`src/rtl/ast_pkg.sv`:
```
package ast_pkg;
    localparam int RES_W     = 12;
    localparam int N_CH      = 4;
    localparam int CH_W      = $clog2(N_CH);
    localparam int OUT_BYTES = 2 * N_CH;
    localparam int POS_W     = 4;

    localparam logic [POS_W-1:0] POS_C   = POS_W'(OUT_BYTES);
    localparam logic [POS_W-1:0] POS_B   = POS_C + POS_W'(1);
    localparam logic [POS_W-1:0] POS_S   = POS_C + POS_W'(2);
    localparam logic [POS_W-1:0] POS_END = POS_C + POS_W'(3);

    localparam logic [7:0] WADDR_KEY  = 8'h0A;
    localparam logic [7:0] WADDR_C    = 8'h0C;
    localparam logic [7:0] WADDR_B    = 8'h0D;
    localparam logic [7:0] RELOAD_KEY = 8'hCA;
    localparam logic [7:0] C_RST      = 8'hE1;
    localparam logic [7:0] B_RST      = 8'h40;

    typedef enum logic [2:0] {
        S_IDLE, S_CMD, S_TURN, S_RDATA, S_WDATA, S_WDONE
    } state_t;

    // Maps a read command onto its place in the fixed byte walk.
    function automatic logic [POS_W-1:0] start_pos(input logic [7:0] cmd);
        logic [POS_W-1:0] p;
        if (cmd[6:3] == 4'd0)        p = {1'b0, cmd[2:0]};
        else if (cmd[6:0] == 7'h0C)  p = POS_C;
        else if (cmd[6:0] == 7'h0D)  p = POS_B;
        else if (cmd[6:0] == 7'h0E)  p = POS_S;
        else                         p = POS_END;
        return p;
    endfunction
endpackage

```
`src/rtl/ast_sync.sv`:
```
module ast_sync #(
    parameter int           W       = 3,
    parameter int           STAGES  = 2,
    parameter logic [W-1:0] RST_VAL = '0
) (
    input  logic         clk,
    input  logic         rst_n,
    input  logic [W-1:0] d,
    output logic [W-1:0] q
);
    for (genvar b = 0; b < W; b++) begin : g_bit
        logic [STAGES-1:0] chain;
        always_ff @(posedge clk or negedge rst_n) begin
            if (!rst_n) chain <= {STAGES{RST_VAL[b]}};
            else        chain <= {chain[STAGES-2:0], d[b]};
        end
        assign q[b] = chain[STAGES-1];
    end
endmodule

```
`src/rtl/ast_results.sv`:
```
module ast_results
    import ast_pkg::*;
(
    input  logic                  clk,
    input  logic                  rst_n,
    input  logic                  load,
    input  logic [CH_W-1:0]       axis,
    input  logic [RES_W-1:0]      din,
    output logic [N_CH*RES_W-1:0] res_flat
);
    for (genvar c = 0; c < N_CH; c++) begin : g_ch
        logic [RES_W-1:0] r;
        always_ff @(posedge clk or negedge rst_n) begin
            if (!rst_n)                          r <= '0;
            else if (load && axis == CH_W'(c))   r <= din;
        end
        assign res_flat[c*RES_W +: RES_W] = r;
    end
endmodule

```
`src/rtl/ast_bytesel.sv`:
```
module ast_bytesel
    import ast_pkg::*;
(
    input  logic [POS_W-1:0]      pos,
    input  logic [N_CH*RES_W-1:0] res_flat,
    input  logic [7:0]            ctrl_c,
    input  logic [7:0]            ctrl_b,
    input  logic [7:0]            status_in,
    output logic [7:0]            byte_out
);
    localparam int LO_W  = RES_W - 8;
    localparam int PAD_W = 16 - RES_W;

    logic [CH_W-1:0]  ch;
    logic [RES_W-1:0] r;

    assign ch = pos[CH_W:1];
    assign r  = res_flat[ch*RES_W +: RES_W];

    always_comb begin
        if (pos < POS_C)       byte_out = pos[0] ? {r[LO_W-1:0], {PAD_W{1'b0}}}
                                                 : r[RES_W-1 -: 8];
        else if (pos == POS_C) byte_out = ctrl_c;
        else if (pos == POS_B) byte_out = ctrl_b;
        else if (pos == POS_S) byte_out = status_in;
        else                   byte_out = 8'h00;
    end
endmodule

```
`src/rtl/accel_spi_target.sv`:
```
module accel_spi_target
    import ast_pkg::*;
#(
    parameter int SYNC_STAGES = 2
) (
    input  logic        clk,
    input  logic        rst_n,
    input  logic        cs_n,
    input  logic        sclk,
    input  logic        sdi,
    output logic        sdo,
    output logic        sdo_oe,
    input  logic [7:0]  status_in,
    output logic [7:0]  ctrl_c,
    output logic [7:0]  ctrl_b,
    output logic        cal_reload,
    output logic        conv_start,
    output logic [1:0]  conv_axis,
    input  logic        conv_done,
    input  logic [11:0] conv_result
);
    logic [2:0] pins_q;
    logic cs_q, sclk_q, sdi_q, sclk_d, rise, fall;

    ast_sync #(.W(3), .STAGES(SYNC_STAGES), .RST_VAL(3'b100)) u_sync (
        .clk(clk), .rst_n(rst_n), .d({cs_n, sclk, sdi}), .q(pins_q)
    );
    assign cs_q   = pins_q[2];
    assign sclk_q = pins_q[1];
    assign sdi_q  = pins_q[0];

    always_ff @(posedge clk or negedge rst_n) begin
        if (!rst_n) sclk_d <= 1'b0;
        else        sclk_d <= sclk_q;
    end
    assign rise = sclk_q & ~sclk_d;
    assign fall = ~sclk_q & sclk_d;

    state_t           state, state_nx;
    logic [4:0]       cnt;
    logic [7:0]       shin, waddr, sh, live;
    logic [7:0]       cmd_now;
    logic [POS_W-1:0] pos;
    logic [2:0]       bitn;
    logic             hi;
    logic [N_CH*RES_W-1:0] res_flat;

    assign cmd_now = {shin[6:0], sdi_q};

    ast_results u_res (
        .clk(clk), .rst_n(rst_n), .load(conv_done), .axis(conv_axis),
        .din(conv_result), .res_flat(res_flat)
    );

    ast_bytesel u_sel (
        .pos(pos), .res_flat(res_flat), .ctrl_c(ctrl_c), .ctrl_b(ctrl_b),
        .status_in(status_in), .byte_out(live)
    );

    // State register
    always_ff @(posedge clk or negedge rst_n) begin
        if (!rst_n) state <= S_IDLE;
        else        state <= state_nx;
    end

    always_comb begin
        state_nx = state;
        if (cs_q) begin
            state_nx = S_IDLE;
        end else begin
            unique case (state)
                S_IDLE:  state_nx = S_CMD;
                S_CMD:   if (rise && cnt == 5'd7) state_nx = cmd_now[7] ? S_TURN : S_WDATA;
                S_TURN:  if (fall) state_nx = S_RDATA;
                S_RDATA: state_nx = S_RDATA;
                S_WDATA: if (rise && cnt == 5'd15) state_nx = S_WDONE;
                S_WDONE: state_nx = S_WDONE;
                default: state_nx = S_IDLE;
            endcase
        end
    end

    // Shift, walk and register datapath
    always_ff @(posedge clk or negedge rst_n) begin
        if (!rst_n) begin
            cnt <= '0; shin <= '0; waddr <= '0; sh <= '0; pos <= POS_END;
            bitn <= '0; hi <= 1'b0;
            ctrl_c <= C_RST; ctrl_b <= B_RST;
            cal_reload <= 1'b0; conv_start <= 1'b0; conv_axis <= '0;
        end else begin
            cal_reload <= 1'b0;
            conv_start <= 1'b0;
            if (state == S_IDLE) begin
                cnt <= '0; bitn <= '0; hi <= 1'b0;
            end
            if ((state == S_CMD || state == S_WDATA) && rise && !cs_q) begin
                shin <= cmd_now;
                cnt  <= cnt + 5'd1;
                if (state == S_CMD && cnt == 5'd7) begin
                    waddr <= cmd_now;
                    pos   <= start_pos(cmd_now);
                    if (cmd_now[7] && cmd_now[6:3] == 4'd0) begin
                        conv_start <= 1'b1;
                        conv_axis  <= cmd_now[2:1];
                    end
                end
                if (state == S_WDATA && cnt == 5'd15) begin
                    if (waddr == WADDR_C)        ctrl_c <= cmd_now;
                    else if (waddr == WADDR_B)   ctrl_b <= cmd_now;
                    else if (waddr == WADDR_KEY) cal_reload <= (cmd_now == RELOAD_KEY);
                end
            end
            if (state == S_RDATA && !cs_q) begin
                if (rise) begin
                    hi <= 1'b1;
                    if (bitn == 3'd0) sh <= live;
                end else if (fall) begin
                    hi   <= 1'b0;
                    sh   <= {sh[6:0], 1'b0};
                    bitn <= bitn + 3'd1;
                    if (bitn == 3'd7 && pos != POS_END) pos <= pos + POS_W'(1);
                end
            end
        end
    end

    // Outputs
    always_comb begin
        sdo_oe = (state == S_RDATA);
        if (!sdo_oe)                    sdo = 1'b0;
        else if (bitn == 3'd0 && !hi)   sdo = live[7];
        else                            sdo = sh[7];
    end

    assert_oe_idle_R5: assert property (@(posedge clk) disable iff (!rst_n)
        cs_q |=> !sdo_oe);
    assert_start_turn_R6: assert property (@(posedge clk) disable iff (!rst_n)
        conv_start |-> state == S_TURN);
    assert_start_pulse_R6: assert property (@(posedge clk) disable iff (!rst_n)
        conv_start |=> !conv_start);
    assert_reload_pulse_R3: assert property (@(posedge clk) disable iff (!rst_n)
        cal_reload |=> !cal_reload);
    assert_ctrl_hold_R11: assert property (@(posedge clk) disable iff (!rst_n)
        (state != S_WDATA) |=> ($stable(ctrl_c) && $stable(ctrl_b)));
    assert_pos_range_R10: assert property (@(posedge clk) disable iff (!rst_n)
        pos <= POS_END);
endmodule

```
`config.mk`:
```
export PLATFORM = sky130hd
export DESIGN_NAME = accel_spi_target
export DESIGN_NICKNAME = d
export VERILOG_FILES = /design/src/rtl/ast_pkg.sv /design/src/rtl/ast_sync.sv /design/src/rtl/ast_results.sv /design/src/rtl/ast_bytesel.sv /design/src/rtl/accel_spi_target.sv
export SDC_FILE = /design/constraint.sdc
export NUM_CORES = 1
export LEC_CHECK = 0
export ABC_CLOCK_PERIOD_IN_PS = 3200
export BUFFER_PORTS_ARGS = -buffer_cell sky130_fd_sc_hd__buf_2
export CAP_MARGIN = 20
export CORE_MARGIN = 2
export CORE_UTILIZATION = 50
export DETAILED_ROUTE_END_ITERATION = 10
export MAX_ROUTING_LAYER = met4
export PLACE_DENSITY = 0.69
export SKIP_CTS_REPAIR_TIMING = 1
export SYNTH_ARGS = -nofsm -noshare
export SYNTH_HDL_FRONTEND = slang
export SYNTH_SLANG_ARGS = --single-unit
```
`constraint.sdc`:
```
create_clock -name clk -period 3.2 [get_ports clk]
set_input_delay 0.16 -clock clk [delete_from_list [all_inputs] [get_ports clk]]
set_output_delay 0.16 -clock clk [all_outputs]
set_load 0.01 [all_outputs]
```
==> Yosys cells after proc, flatten, opt, wreduce, memory -nomap -nowiden <==
Cells that the tools add are included.
{ "word_totals": {"regBits": 114, "out_inout_bits": 22, "word_cells": 131} }
{ "classes": {"n_addsub": 3, "mul": 1, "n_lt_le_gt_ge": 1, "n_eq_ne": 26, "shifts": 1, "muxes": 44, "bitwise_logic": 5, "n_reduce_logical": 29} }
{ "ops": {"columns": ["op", "n"], "rows": [
  ["8-bit two-way mux", 8],
  ["48-bit by 7-bit indexed part select with 12-bit output", 1],
  ["4-bit two-way mux", 7],
  ["3-bit two-way mux", 9],
  ["8-bit by 4-bit == test with 1-bit output (second input constant)", 3],
  ["7-bit by 4-bit == test with 1-bit output (second input constant)", 3],
  ["3-bit case mux with 6 select lines", 1],
  ["1-bit two-way mux", 15],
  ["1-bit logical AND", 14],
  ["4-bit == test (second input constant)", 3],
  ["3-bit AND reduction", 4],
  ["5-bit two-way mux", 2],
  ["3-bit == test (second input constant)", 3],
  ["3-bit by 2-bit inequality test with 1-bit output (second input constant)", 3],
  ["8-bit == test (second input constant)", 1],
  ["3-bit by 2-bit == test with 1-bit output (second input constant)", 2],
  ["3-bit zero test", 2],
  ["5-bit by 1-bit adder with 5-bit output (second input constant)", 1],
  ["5-bit by 3-bit == test with 1-bit output (second input constant)", 1],
  ["5-bit by 4-bit == test with 1-bit output (second input constant)", 1],
  ["4-bit by 1-bit adder with 4-bit output (second input constant)", 1],
  ["2-bit == test (second input constant)", 2],
  ["4-bit zero test", 1],
  ["4-bit less-than comparator (second input constant)", 1],
  ["other kinds (15)", 21]
]} }

==> Logic depth before layout (Yosys ltp) <==
{ "depth": {"depth_word": 11, "ltp_mapped": 8, "depth_no_buf": 7} }

==> Cells and area by module <==
A second synthesis with hierarchy kept.
{ "hier_totals": {"hier_cells": 438, "hier_area_um2": 5435.2} }
{ "modules_own_cells": {"columns": ["module", "instances", "cells_per_inst", "area_each_um2", "seq_area_each_um2"], "rows": [
  ["accel_spi_target", 1, 239, 2844.0, 1511.4],
  ["ast_results", 1, 104, 1801.7, 1201.2],
  ["ast_bytesel", 1, 86, 614.3, 0.0],
  ["ast_sync", 1, 9, 175.2, 152.6]
]} }

==> Least setup slack after synthesis <==
OpenSTA, ideal clock, no wires.
{ "synth_timing": {"path_kind": "reg-to-reg", "startpoint": "reg cnt[0]", "endpoint": "reg ctrl_c[1]", "setup_ps": 125, "t_arrival_ps": 2211, "setup_slack_ps": 864, "path_stages_with_launch": 8, "cell_sequence": "dfrtp_1 ha_1 and3_1 ha_1 nor4bb_1 nand4_2 nor4b_4 mux2_2"} }
{ "synth_between": {"elab_chain_len": 3} }
{ "synth_rtl": {"columns": ["item", "line_no", "rtl"], "rows": [
  ["start: declaration", "accel_spi_target.sv:40", "logic [4:0] cnt;"],
  ["start signal: assignment", "accel_spi_target.sv:98", "cnt <= cnt + 5'd1;"],
  ["5-bit by 4-bit == test with 1-bit output", "accel_spi_target.sv:107", "if (state == S_WDATA && cnt == 5'd15) begin"],
  ["1-bit logical AND", "accel_spi_target.sv:107", null],
  ["3-bit AND reduction (no line)", null, null],
  ["end signal: assignment", "accel_spi_target.sv:108", "if (waddr == WADDR_C) ctrl_c <= cmd_now;"],
  ["end: declaration", "accel_spi_target.sv:14", "output logic [7:0] ctrl_c,"]
]} }
No other way between the ends.
A chain may end at the register's enable or synchronous reset.

==> Worst setup path in the final report <==
{ "layout_timing": {"startpoint": "reg pos[0]", "endpoint": "out sdo"} }
{ "layout_between": {"elab_chain_len": 7, "word_cells_on_any_way": 11, "cone_classes": "order compare: 1; eq/ne: 3; mux: 7"} }
{ "layout_rtl": {"columns": ["item", "line_no", "rtl"], "rows": [
  ["start: declaration", "accel_spi_target.sv:43", "logic [POS_W-1:0] pos;"],
  ["start signal: assignment", "accel_spi_target.sv:101", "pos <= start_pos(cmd_now);"],
  ["start signal: assignment", "accel_spi_target.sv:121", "if (bitn == 3'd7 && pos != POS_END) pos <= pos + POS_W'(1);"],
  ["4-bit == test", "ast_bytesel.sv:25", "else if (pos == POS_S) byte_out = status_in;"],
  ["8-bit two-way mux", "ast_bytesel.sv:25", null],
  ["8-bit two-way mux", "ast_bytesel.sv:24", "else if (pos == POS_B) byte_out = ctrl_b;"],
  ["8-bit two-way mux", "ast_bytesel.sv:23", "else if (pos == POS_C) byte_out = ctrl_c;"],
  ["8-bit two-way mux (*)", "ast_bytesel.sv:21", "if (pos < POS_C) byte_out = pos[0] ? {r[LO_W-1:0], {PAD_W{1'b0}}}"],
  ["1-bit two-way mux (*)", "accel_spi_target.sv:131", "else if (bitn == 3'd0 && !hi) sdo = live[7];"],
  ["1-bit two-way mux (*)", "accel_spi_target.sv:130", "if (!sdo_oe) sdo = 1'b0;"],
  ["end: declaration", "accel_spi_target.sv:11", "output logic sdo,"]
]} }
Every way passes the cells marked *; elsewhere a longest branch is shown, timed or not.

==> impl_metrics.ini <==
[yosys]
synth_top_area_share_pct = 48.2
synth_edf_count = 0
async_reset_ff_share_pct = 100
yosysSeqAreaShare_pct = 53.1
synth_cells = 429
avgSynthCellArea_um2 = 12.6
synth_warnings = 0
synth_largest_area_cell = dfrtp_1
synth_common_cells = dfrtp_1 (104), mux2_2 (75), nand2_1 (36), nor2_1 (19), clkbuf_1 (15)
synth_ff_type = dfrtp_1
synthTopCellsByArea = dfrtp_1 (48%), mux2_2 (16%), mux4_2 (5.0%)
synth_most_common_cell = dfrtp_1
syn-num-nets = 464
synth_area_mm2 = 0.00540
synth_seq_cells = 114
yosysUniqueCellTypes = 54

[floorplanning]
die-width_um = 108
io_pins = 48
start_util_pct = 51.8
die-area_mm2 = 0.0116
coreArea_mm2 = 0.0104
fp-row-count = 37
die_y_um = 108

[sta]
fin_crit_sh_pct = 89.2
finClkSkew_ps = 13.2
final_max_slew_viol_count = 0
fin_crit_ps = 2860
max_freq_mhz = 350
fin_setup_tns_ps = 0
setup_viol = 0
slew_headroom_pct = 34.8
grt_setup_unrepaired = false
timing_hold_violations_final = 0
tightest_slew_ps = 971

[global_routing]
use_met1_pct = 32.4
grt_pass1_vias = 3746
grt_overflow = 0
grt_use_met3_pct = 6.42
top_usage_layer = met2
track_usage_pct = 24.0
grt_max_degree = 61
grt_util_met2_pct = 34.1
grt_pass1_wl_mm = 20.0
antenna_found_initial = 0

[placement]
dp_hpwl_mm = 8.13
portBuffers = 47
gp_congestion = 0.804

[finish]
nNetsFinal = 529
layout-drive-gt1-share_pct = 36.9
area_growth_pct = 20.0
insertedDiodeCount = 0

[drt]
vias_per_cell = 5.75
drc = 0
drtAntennaViolNets = 0
drtIter0Drc = 225
first_pass_iters = 4
routed-via-count = 3695
wire_per_inst_um = 19.0
finalWirelength_mm = 12.2

[clocking]
clk_pin_slew_ps = 60
cts_max_level = 4
cts_tree = done
numCtsBuffers = 17
clock_latency_ps = 530
cts_root_buf = clkbuf_8
cts.sinks = 114
clock_path_buffers = 2

[setup_path]
crit_fanout = 12
path_class = reg2out
crit_path_top_delay_cell = dfstp_2
endpoint_kind = output pin
crit_arrival_ps = 2700
slowest_delay_ps = 700
cp_cell_sequence = ha_1 -> a21oi_1 -> a221oi_1 -> nor2_1 -> a21oi_1 -> buf_2
critPathRequiredTime_ps = 3040
path_common_cell = a21oi_1
worstSetupStartpointType = flip-flop
rrSetupSlack_ps = 550

[flow_run]
cap_violations = 0

[power]
p_leak_nw = 3.10
ir_drop_v = 0.000418
power_density_mw_per_mm2 = 539
finalPower_mw = 3.49

[outcome]
outcome = finished clean

[hold_path]
hp-class = in2reg
power by group:
| group | internal [mW] | switching (mW) | total (mW) |
|---|---|---|---|
| combinational | 0.115 | 0.113 | 0.228 |
| sequential | 1.49 | 0.0720 | 1.56 |
| clock | 1.09 | 0.614 | 1.70 |
path summary, 6_finish.rpt:
check                                         startpoint                        to  cells after the start
worst min register to register  u_sync.g_bit[0].chain[0]  u_sync.g_bit[0].chain[1]                      0
worst min-delay path                        status_in[4]                     sh[4]                      4
worst max register to register                    cnt[0]                 ctrl_c[1]                      7
min in group asynchronous                          rst_n  u_sync.g_bit[0].chain[1]                      2
worst max-delay path                              pos[0]                       sdo                      6
max in group asynchronous                          rst_n  u_sync.g_bit[2].chain[0]                      3
area by class of cell:
cell class,count,area [µm²]
Inverter,9,33.8
Tap cell,136,170
Fill cell,797,3940
Clock inverter,5,25.0
Clock buffer,27,522
Sequential cell,114,2870
Timing Repair Buffer,69,455
Multi-Input combinational cell,283,2410
kinds of logic after synthesis:
group,share of synthesized area (%)
AOI/OAI and AO/OA,8.67
and+or+nand+nor,12.2
DFF,53.1
buffers and inverters,2.46
muxes,21.4
xor gates and xnor gates,0.162
adders and majority gates,2.09
flip-flops by register name, indices dropped and copies added (netlist names):
| signal | count |
|---|---|
| u_res.g_ch.r | 48 |
| ctrl_b | 8 |
| ctrl_c | 8 |
| sh | 8 |
| waddr | 8 |
| shin | 7 |
| u_sync.g_bit.chain | 6 |
| cnt | 5 |
| pos | 4 |
| bitn | 3 |
| state | 3 |
| conv_axis | 2 |
| cal_reload | 1 |
| conv_start | 1 |
| hi | 1 |
| sclk_d | 1 |
routing by layer:
layer / wire length, µm / vias up / part of all wire (%)
met3: 596 / 14 / 4.9
met5: 0 / - / 0
met2: 5870 / 96 / 48
met1: 5580 / 1869 / 46
li1: - / 1716 / -
met4: 166 / 0 / 1.4
cell usage in the layout (no fill, tap or decap), types with 6 or more instances in the layout:
cell type | netlist | routed
nor2b_1 | 9 | 9
clkbuf_8 | 0 | 8
o31ai_1 | 6 | 6
inv_1 | 9 | 9
clkbuf_16 | 0 | 16
dfrtp_1 | 104 | 104
mux2_2 | 75 | 75
ha_1 | 9 | 9
dfstp_2 | 10 | 10
nand2b_1 | 7 | 7
mux4_2 | 12 | 12
nand3_1 | 10 | 10
buf_4 | 0 | 6
nor2_1 | 19 | 19
dlygate4sd3_1 | 0 | 16
nand2_1 | 36 | 36
buf_2 | 4 | 46
o21ai_0 | 10 | 10
a21oi_1 | 10 | 10
critical path, delay by kind of cell, from the launching register on:
kind	cells	cell delay, ps
AO/OA/AOI/OAI	3	770
AND/OR/NAND/NOR	1	110
flip-flops	1	700
buffers and inverters	1	150
adder cells (fa/ha/maj)	1	440
stage by stage:
step	utilization [%]	area (µm²)	instances	worst slack (ps)	hold WS (ps)
floorplan	-	5400	429	864	-136
global placement	55.4	5770	595	662	241
detailed placement	55.4	5770	595	592	250
CTS	60.6	6320	627	348	-324
global route	62.2	6480	643	195	130
finish	62.2	6480	643	345	95.5
Note: power is estimated with default switching activity, not from simulation.
